$ cat src/rtl/evb_pkg.sv
package evb_pkg;
    typedef enum logic [1:0] {PK_IDLE, PK_DESC, PK_HEAD, PK_BODY} pk_state_e;
    typedef enum logic [1:0] {DR_IDLE, DR_SEND, DR_DROP} dr_state_e;

    function automatic int idx_bits(input int n);
        return (n <= 1) ? 1 : $clog2(n);
    endfunction
endpackage

$ cat src/rtl/evb_rr_pick.sv
module evb_rr_pick #(
    parameter int N_CH = 10,
    localparam int CH_W = evb_pkg::idx_bits(N_CH)
) (
    input  logic [N_CH-1:0] req,
    input  logic [CH_W-1:0] start,
    output logic            found,
    output logic [CH_W-1:0] pick
);
    always_comb begin
        found = 1'b0;
        pick  = '0;
        for (int i = 0; i < N_CH; i++) begin
            int cand;
            cand = int'(start) + i;
            if (cand >= N_CH) cand = cand - N_CH;
            if (!found && req[CH_W'(cand)]) begin
                found = 1'b1;
                pick  = CH_W'(cand);
            end
        end
    end
endmodule

$ cat src/rtl/evb_fifo.sv
module evb_fifo #(
    parameter int W     = 32,
    parameter int DEPTH = 32,
    localparam int AW   = evb_pkg::idx_bits(DEPTH)
) (
    input  logic         clk,
    input  logic         rst_n,
    input  logic         wr_en,
    input  logic [W-1:0] wr_data,
    output logic         full,
    input  logic         rd_en,
    output logic [W-1:0] rd_data,
    output logic         not_empty
);
    typedef struct packed {
        logic [AW-1:0] wr_ptr;
        logic [AW-1:0] rd_ptr;
        logic [AW:0]   count;
    } fifo_regs_t;

    fifo_regs_t r_q, r_d;
    logic [W-1:0] mem [DEPTH];

    assign full      = (r_q.count == (AW+1)'(DEPTH));
    assign not_empty = (r_q.count != '0);
    assign rd_data   = mem[r_q.rd_ptr];

    always_comb begin
        r_d = r_q;
        if (wr_en) begin
            r_d.wr_ptr = (r_q.wr_ptr == AW'(DEPTH-1)) ? '0 : r_q.wr_ptr + AW'(1);
        end
        if (rd_en) begin
            r_d.rd_ptr = (r_q.rd_ptr == AW'(DEPTH-1)) ? '0 : r_q.rd_ptr + AW'(1);
        end
        case ({wr_en, rd_en})
            2'b10:   r_d.count = r_q.count + (AW+1)'(1);
            2'b01:   r_d.count = r_q.count - (AW+1)'(1);
            default: r_d.count = r_q.count;
        endcase
    end

    always_ff @(posedge clk) begin
        if (!rst_n) r_q <= '0;
        else        r_q <= r_d;
    end

    always_ff @(posedge clk) begin
        if (wr_en) mem[r_q.wr_ptr] <= wr_data;
    end

    assert_no_overflow_R5: assert property (@(posedge clk) disable iff (!rst_n)
        full |-> !wr_en);
    assert_no_underflow_R5: assert property (@(posedge clk) disable iff (!rst_n)
        !not_empty |-> !rd_en);
endmodule

$ cat src/rtl/evb_packer.sv
module evb_packer #(
    parameter int N_CH   = 10,
    parameter int DATA_W = 32,
    parameter int LEN_W  = 8,
    localparam int CH_W  = evb_pkg::idx_bits(N_CH)
) (
    input  logic                   clk,
    input  logic                   rst_n,
    input  logic [N_CH-1:0]        hdr_valid,
    input  logic [N_CH*DATA_W-1:0] hdr_data,
    input  logic [N_CH*LEN_W-1:0]  hdr_len,
    output logic [N_CH-1:0]        hdr_pop,
    input  logic [N_CH-1:0]        smp_valid,
    input  logic [N_CH*DATA_W-1:0] smp_data,
    output logic [N_CH-1:0]        smp_pop,
    input  logic                   out_full,
    output logic                   out_wr,
    output logic [DATA_W-1:0]      out_data
);
    import evb_pkg::*;

    localparam int PAD_W = DATA_W - CH_W - LEN_W;

    typedef struct packed {
        pk_state_e       state;
        logic [CH_W-1:0] grant;
        logic [CH_W-1:0] next_ptr;
        logic [LEN_W-1:0] left;
    } pk_regs_t;

    pk_regs_t r_q, r_d;

    logic              found;
    logic [CH_W-1:0]   pick;
    logic [DATA_W-1:0] sel_hdr, sel_smp, desc_word;
    logic [LEN_W-1:0]  sel_len, pkt_words;
    logic [CH_W-1:0]   after_grant;

    evb_rr_pick #(.N_CH(N_CH)) u_pick (
        .req   (hdr_valid),
        .start (r_q.next_ptr),
        .found (found),
        .pick  (pick)
    );

    assign sel_hdr     = hdr_data[int'(r_q.grant)*DATA_W +: DATA_W];
    assign sel_smp     = smp_data[int'(r_q.grant)*DATA_W +: DATA_W];
    assign sel_len     = hdr_len[int'(r_q.grant)*LEN_W +: LEN_W];
    assign pkt_words   = sel_len + LEN_W'(2);
    assign desc_word   = {{PAD_W{1'b0}}, r_q.grant, pkt_words};
    assign after_grant = (r_q.grant == CH_W'(N_CH-1)) ? '0 : r_q.grant + CH_W'(1);

    always_comb begin
        r_d      = r_q;
        hdr_pop  = '0;
        smp_pop  = '0;
        out_wr   = 1'b0;
        out_data = '0;
        case (r_q.state)
            PK_IDLE: begin
                if (found) begin
                    r_d.grant = pick;
                    r_d.state = PK_DESC;
                end
            end
            PK_DESC: begin
                if (!out_full) begin
                    out_wr    = 1'b1;
                    out_data  = desc_word;
                    r_d.state = PK_HEAD;
                end
            end
            PK_HEAD: begin
                if (!out_full) begin
                    out_wr              = 1'b1;
                    out_data            = sel_hdr;
                    hdr_pop[r_q.grant]  = 1'b1;
                    r_d.left            = sel_len;
                    if (sel_len == '0) begin
                        r_d.state    = PK_IDLE;
                        r_d.next_ptr = after_grant;
                    end else begin
                        r_d.state = PK_BODY;
                    end
                end
            end
            PK_BODY: begin
                if (!out_full && smp_valid[r_q.grant]) begin
                    out_wr              = 1'b1;
                    out_data            = sel_smp;
                    smp_pop[r_q.grant]  = 1'b1;
                    r_d.left            = r_q.left - LEN_W'(1);
                    if (r_q.left == LEN_W'(1)) begin
                        r_d.state    = PK_IDLE;
                        r_d.next_ptr = after_grant;
                    end
                end
            end
            default: r_d.state = PK_IDLE;
        endcase
    end

    always_ff @(posedge clk) begin
        if (!rst_n) begin
            r_q       <= '0;
            r_q.state <= PK_IDLE;
        end else begin
            r_q <= r_d;
        end
    end

    assert_single_pop_R3: assert property (@(posedge clk) disable iff (!rst_n)
        $onehot0({hdr_pop, smp_pop}));
    assert_pop_has_data_R4: assert property (@(posedge clk) disable iff (!rst_n)
        ((hdr_pop & ~hdr_valid) == '0) && ((smp_pop & ~smp_valid) == '0));
endmodule

$ cat src/rtl/evb_drain.sv
module evb_drain #(
    parameter int DATA_W = 32,
    parameter int LEN_W  = 8,
    parameter int FREE_W = 16,
    parameter int DROP_W = 32
) (
    input  logic              clk,
    input  logic              rst_n,
    input  logic              in_valid,
    input  logic [DATA_W-1:0] in_data,
    output logic              in_pop,
    input  logic [FREE_W-1:0] ext_free,
    output logic              ext_wr,
    output logic [DATA_W-1:0] ext_data,
    input  logic              drop_clr,
    output logic [DROP_W-1:0] drop_count
);
    import evb_pkg::*;

    localparam int CMP_W = FREE_W + LEN_W;

    typedef struct packed {
        dr_state_e         state;
        logic [LEN_W-1:0]  left;
        logic [DROP_W-1:0] drops;
    } dr_regs_t;

    dr_regs_t r_q, r_d;

    logic [LEN_W-1:0] head_len;
    logic [CMP_W-1:0] room_ext, need_ext;
    logic             fits, bump;

    assign head_len = in_data[LEN_W-1:0];
    assign room_ext = {{LEN_W{1'b0}}, ext_free};
    assign need_ext = {{FREE_W{1'b0}}, head_len};
    assign fits     = (room_ext >= need_ext);

    always_comb begin
        r_d      = r_q;
        in_pop   = 1'b0;
        ext_wr   = 1'b0;
        ext_data = in_data;
        bump     = 1'b0;
        case (r_q.state)
            DR_IDLE: begin
                if (in_valid) begin
                    in_pop   = 1'b1;
                    r_d.left = head_len - LEN_W'(1);
                    if (fits) begin
                        ext_wr    = 1'b1;
                        r_d.state = DR_SEND;
                    end else begin
                        bump      = 1'b1;
                        r_d.state = DR_DROP;
                    end
                end
            end
            DR_SEND, DR_DROP: begin
                if (in_valid) begin
                    in_pop   = 1'b1;
                    ext_wr   = (r_q.state == DR_SEND);
                    r_d.left = r_q.left - LEN_W'(1);
                    if (r_q.left == LEN_W'(1)) r_d.state = DR_IDLE;
                end
            end
            default: r_d.state = DR_IDLE;
        endcase
        if (drop_clr) begin
            r_d.drops = '0;
        end else if (bump && (r_q.drops != '1)) begin
            r_d.drops = r_q.drops + DROP_W'(1);
        end
    end

    assign drop_count = r_q.drops;

    always_ff @(posedge clk) begin
        if (!rst_n) begin
            r_q       <= '0;
            r_q.state <= DR_IDLE;
        end else begin
            r_q <= r_d;
        end
    end

    assert_silent_discard_R11: assert property (@(posedge clk) disable iff (!rst_n)
        (r_q.state == DR_DROP) |-> !ext_wr);
    assert_count_step_R7: assert property (@(posedge clk) disable iff (!rst_n)
        !drop_clr |=> (drop_count == $past(drop_count)) ||
                      (drop_count == $past(drop_count) + DROP_W'(1)));
    assert_count_sat_R8: assert property (@(posedge clk) disable iff (!rst_n)
        ((drop_count == '1) && !drop_clr) |=> (drop_count == '1));
    assert_count_clear_R9: assert property (@(posedge clk) disable iff (!rst_n)
        drop_clr |=> (drop_count == '0));
endmodule

$ cat src/rtl/evb_event_merger.sv
module evb_event_merger #(
    parameter int N_CH       = 10,
    parameter int DATA_W     = 32,
    parameter int LEN_W      = 8,
    parameter int FIFO_DEPTH = 32,
    parameter int FREE_W     = 16,
    parameter int DROP_W     = 32
) (
    input  logic                   clk,
    input  logic                   rst_n,
    input  logic [N_CH-1:0]        ch_hdr_valid,
    input  logic [N_CH*DATA_W-1:0] ch_hdr_word,
    input  logic [N_CH*LEN_W-1:0]  ch_hdr_nsamp,
    output logic [N_CH-1:0]        ch_hdr_pop,
    input  logic [N_CH-1:0]        ch_smp_valid,
    input  logic [N_CH*DATA_W-1:0] ch_smp_word,
    output logic [N_CH-1:0]        ch_smp_pop,
    input  logic [FREE_W-1:0]      ext_free,
    output logic                   ext_wr,
    output logic [DATA_W-1:0]      ext_word,
    input  logic                   drop_clr,
    output logic [DROP_W-1:0]      drop_count
);
    logic              sh_wr, sh_full, sh_rd, sh_nonempty;
    logic [DATA_W-1:0] sh_wdata, sh_rdata;

    evb_packer #(.N_CH(N_CH), .DATA_W(DATA_W), .LEN_W(LEN_W)) u_packer (
        .clk       (clk),
        .rst_n     (rst_n),
        .hdr_valid (ch_hdr_valid),
        .hdr_data  (ch_hdr_word),
        .hdr_len   (ch_hdr_nsamp),
        .hdr_pop   (ch_hdr_pop),
        .smp_valid (ch_smp_valid),
        .smp_data  (ch_smp_word),
        .smp_pop   (ch_smp_pop),
        .out_full  (sh_full),
        .out_wr    (sh_wr),
        .out_data  (sh_wdata)
    );

    evb_fifo #(.W(DATA_W), .DEPTH(FIFO_DEPTH)) u_shared (
        .clk       (clk),
        .rst_n     (rst_n),
        .wr_en     (sh_wr),
        .wr_data   (sh_wdata),
        .full      (sh_full),
        .rd_en     (sh_rd),
        .rd_data   (sh_rdata),
        .not_empty (sh_nonempty)
    );

    evb_drain #(.DATA_W(DATA_W), .LEN_W(LEN_W), .FREE_W(FREE_W), .DROP_W(DROP_W)) u_drain (
        .clk        (clk),
        .rst_n      (rst_n),
        .in_valid   (sh_nonempty),
        .in_data    (sh_rdata),
        .in_pop     (sh_rd),
        .ext_free   (ext_free),
        .ext_wr     (ext_wr),
        .ext_data   (ext_word),
        .drop_clr   (drop_clr),
        .drop_count (drop_count)
    );
endmodule

$ cat config.mk
export PLATFORM = sky130hd
export DESIGN_NAME = evb_event_merger
export DESIGN_NICKNAME = d
export VERILOG_FILES = /design/src/rtl/evb_pkg.sv /design/src/rtl/evb_rr_pick.sv /design/src/rtl/evb_fifo.sv /design/src/rtl/evb_packer.sv /design/src/rtl/evb_drain.sv /design/src/rtl/evb_event_merger.sv
export SDC_FILE = /design/constraint.sdc
export NUM_CORES = 1
export LEC_CHECK = 0
export CORE_AREA = 2 2 332 334
export CTS_BUF_LIST = sky130_fd_sc_hd__clkbuf_16
export DETAILED_ROUTE_END_ITERATION = 7
export DIE_AREA = 0 0 334 336
export HOLD_SLACK_MARGIN = 0.1
export PLACE_DENSITY_LB_ADDON = 0.12
export REMOVE_ABC_BUFFERS = 1
export SLEW_MARGIN = 5
export SYNTH_ARGS = -nofsm -noshare
export SYNTH_HDL_FRONTEND = slang
export SYNTH_SLANG_ARGS = --single-unit
$ cat constraint.sdc
create_clock -name clk -period 5.8 [get_ports clk]
set_input_delay 1.16 -clock clk [delete_from_list [all_inputs] [get_ports clk]]
set_output_delay 1.16 -clock clk [all_outputs]
set_load 0.05 [all_outputs]
==> results_dict.tcl <==
set metrics [dict create \
    final_worst_path_period_share 0.974 \
    areaGrowthSynthToFinish_pct 28.0 \
    layout-drive-gt1-share 0.227 \
    worst-path-max-fanout 12 \
    switching_share 0.347 \
    place_hpwl_mm 148 \
    post-synth-top-area-fraction 0.592 \
    grt-ovfl-total 0 \
    insertion_delay_ns 0.70 \
    synthesis.instances 3040 \
    net-switching-power_uw 9710 \
    floorplan.rows 121 \
    cts_buffers 107 \
    leakagePower_uw 0.0212 \
    setup_slack_ns 0.152 \
    fp.dieArea_um2 112000 \
    port_buffers 843 \
    syn_avg_cell_area_um2 17.1 \
    ys_top_cells_by_area "sky130_fd_sc_hd__edfxtp_1 (59%), sky130_fd_sc_hd__mux4_2 (20%), sky130_fd_sc_hd__dfxtp_1 (3.1%), sky130_fd_sc_hd__mux2i_1 (1.6%), sky130_fd_sc_hd__nor2_1 (1.5%)" \
    clk_root_buffer_cell "sky130_fd_sc_hd__clkbuf_16" \
    grt_pass1_wl_mm 279 \
    viasPerCell 6.47 \
    pwr-share-seq 0.342 \
    synth_most_common_cell "sky130_fd_sc_hd__edfxtp_1" \
    timing.fmax_mhz 177 \
    wl_per_cell_um 38.0 \
    drc 0 \
    tightest_slew_ns 1.36 \
    dpl_worst_slack_ns 0.254 \
    placeableCoreArea_um2 108000 \
    p_int_uw 18300 \
    power.clock.fraction 0.251 \
    share_comb_of_total_power 0.407 \
    setup-tns-final_ns 0 \
    power_uw 28000 \
    timing.final.crit_period_ns 5.65 \
    drt_iter0_markers 4867 \
    cts.reportedPaths.clkPinSlew_ns 0.07 \
    status "finished clean" \
    grt_setup_unrepaired "no" \
    crit_required_ns 4.64 \
    grt_start_max_net_pins 97 \
    num_vias 35173 \
    nFillCells 7970 \
    ir_drop_mv 0.266 \
    synth_seq_cells 1105 \
    yosysWarnings 0 \
    p_per_area_nw_per_um2 421 \
    die_span_y_um 336 \
    io-pin-count 844 \
    arrival_ns 4.49 \
    firstDrtPassIters 6 \
    setup-violations-final 0 \
    ys_seq_area_frac 0.624 \
    antenna_left 0 \
    htree_levels 3 \
    initial_utilization 0.479 \
    timing.setup.critical_path_class "flop to output port" \
    grt_util_all_layers 0.363 \
    routed_wl_mm 206 \
    gp_congestion 1.08 \
    hold_buffers 0 \
    worst_relative_slew_slack 0.0805 \
    number_of_max_cap_violations 0 \
    timing.critical_path.to_type "output port" \
    clkSinkCount 1105 \
    timing.clock.skew_ns 0.0382 \
    first_global_vias 35088 \
    grt_antenna_before_repair 58 \
    worst_setup_path_start_kind "flop" \
    nets 4723 \
    synth_largest_area_cell "sky130_fd_sc_hd__edfxtp_1" \
    yosys_most_used_dff "sky130_fd_sc_hd__edfxtp_1" \
    report.final.slew_viol_count 0 \
    final_core_utilization 0.613 \
    netlist_area_um2 51900 \
    synth_top_cells_by_count "sky130_fd_sc_hd__edfxtp_1 (1024), sky130_fd_sc_hd__mux4_2 (471), sky130_fd_sc_hd__nor2_1 (203)" \
    report.final.hold_viol_count 0 \
    die_outline_width_um 334 \
    cts_buffer_depth 3 \
    post_synth_edffs 1024 \
    cts_tree "built" \
    synth_async_sr_flop_share 0 \
    yosysUniqueCellTypes 89 \
    worstHoldPathType "flop to flop" \
]
per-layer routing:
layer / vias up / share of wire / GRT usage
li1: 14193 / - / -
met1: 18483 / 0.38 / 0.481
met2: 2149 / 0.48 / 0.576
met3: 326 / 0.095 / 0.0755
met4: 22 / 0.050 / 0.178
met5: - / 0.00071 / 0
final timing paths:
check / slack [ns] / from / cells after the start / endpoint
setup / recovery: 0.15 / flop / 16 / ext_wr
hold / removal: 0.49 / u_drain.r_q[38] / 2 / u_drain.r_q[38]
setup reg to reg: 1.01 / flop / 18 / u_drain.drop_count[13]
hold reg to reg: 0.49 / u_drain.r_q[38] / 2 / u_drain.r_q[38]
critical path: stages (launching register included):
cell	delay [ns]
sky130_fd_sc_hd__dfxtp_4	0.36
sky130_fd_sc_hd__buf_12	0.18
sky130_fd_sc_hd__mux4_2	0.52
sky130_fd_sc_hd__mux4_2	0.54
sky130_fd_sc_hd__mux2i_4	0.24
sky130_fd_sc_hd__inv_1	0.10
sky130_fd_sc_hd__ha_1	0.27
sky130_fd_sc_hd__nand2b_1	0.15
sky130_fd_sc_hd__a21o_1	0.19
sky130_fd_sc_hd__a21o_1	0.17
sky130_fd_sc_hd__a21o_1	0.17
sky130_fd_sc_hd__a21o_1	0.19
sky130_fd_sc_hd__a21oi_2	0.19
sky130_fd_sc_hd__o21ai_1	0.10
sky130_fd_sc_hd__mux2i_1	0.16
sky130_fd_sc_hd__nor2_1	0.07
sky130_fd_sc_hd__buf_4	0.19
cell type report:
| cell class | instances | area [um2] | share of cell area |
|---|---|---|---|
| Antenna cell | 31 | 77.6 | 0.00117 |
| Sequential cell | 1105 | 32400 | 0.487 |
| Tap cell | 1414 | 1770 | 0.0266 |
| Clock inverter | 88 | 861 | 0.0130 |
| Clock buffer | 107 | 2680 | 0.0403 |
| Multi-Input combinational cell | 1648 | 18600 | 0.280 |
| Inverter | 55 | 206 | 0.00311 |
| Timing Repair Buffer | 987 | 9860 | 0.148 |
flip-flops by register name, indices dropped and copies added, names as in the netlist, named ones only:
| name | cells |
|---|---|
| u_drain.drop_count | 32 |
| u_drain.r_q | 10 |
| u_packer.desc_word | 4 |
| u_packer.r_q | 14 |
| u_shared.mem | 1024 |
| u_shared.r_q | 16 |
logic make-up after synthesis:
kind of cell    share of synthesized area
xor+xnor                           0.0114
flops                               0.624
mux                                 0.228
compound gates                     0.0478
simple gates                       0.0506
fa+ha+maj                          0.0147
buf+inv                            0.0242
power by group through the flow:
| stage | clock network, uW | registers (uW) | logic [uW] |
|---|---|---|---|
| after CTS | 7080 | 9550 | 11300 |
| after detailed placement | 0 | 9750 | 11100 |
| after floorplan | 0 | 10300 | 7300 |
| final | 7020 | 9550 | 11400 |
| after global routing | 7380 | 9580 | 12000 |
| after global placement | 0 | 9730 | 11000 |
placed cells by master (no fill, tap or decap), drive strengths merged, types with 32 or more instances in the layout:
| cell type | Yosys | routed |
|---|---|---|
| xor2 | 32 | 32 |
| mux2i | 85 | 85 |
| dfxtp | 81 | 81 |
| a222oi | 33 | 33 |
| mux4 | 471 | 471 |
| buf | 98 | 153 |
| o21ai | 78 | 78 |
| nor3 | 37 | 37 |
| edfxtp | 1024 | 1024 |
| nor2 | 203 | 203 |
| inv | 54 | 78 |
| a21oi | 145 | 145 |
| xnor2 | 33 | 33 |
| clkdlybuf4s50 | 0 | 833 |
| clkinv | 1 | 45 |
| nand2 | 157 | 157 |
| clkbuf | 134 | 108 |
| ha | 58 | 58 |
metrics by stage:
step	hold slack, ns	instance area [um2]	cells
2_1_floorplan	0.444	50900	2808
3_3_place_gp	0.458	62700	5205
3_5_place_dp	0.475	62700	5205
4_1_cts	0.485	66300	5403
5_1_grt	0.504	66400	5426
6_report	0.490	66500	5435
repair_timing:
action                                 in CTS  in global routing
resized for setup                          10                 10
pin swaps                                   0                  0
cloned                                      0                  1
setup endpoints to repair                  12                  5
endpoints found under the hold margin       0                  0
setup buffers                               3                  0
Power figures use the tool's default switching activity.
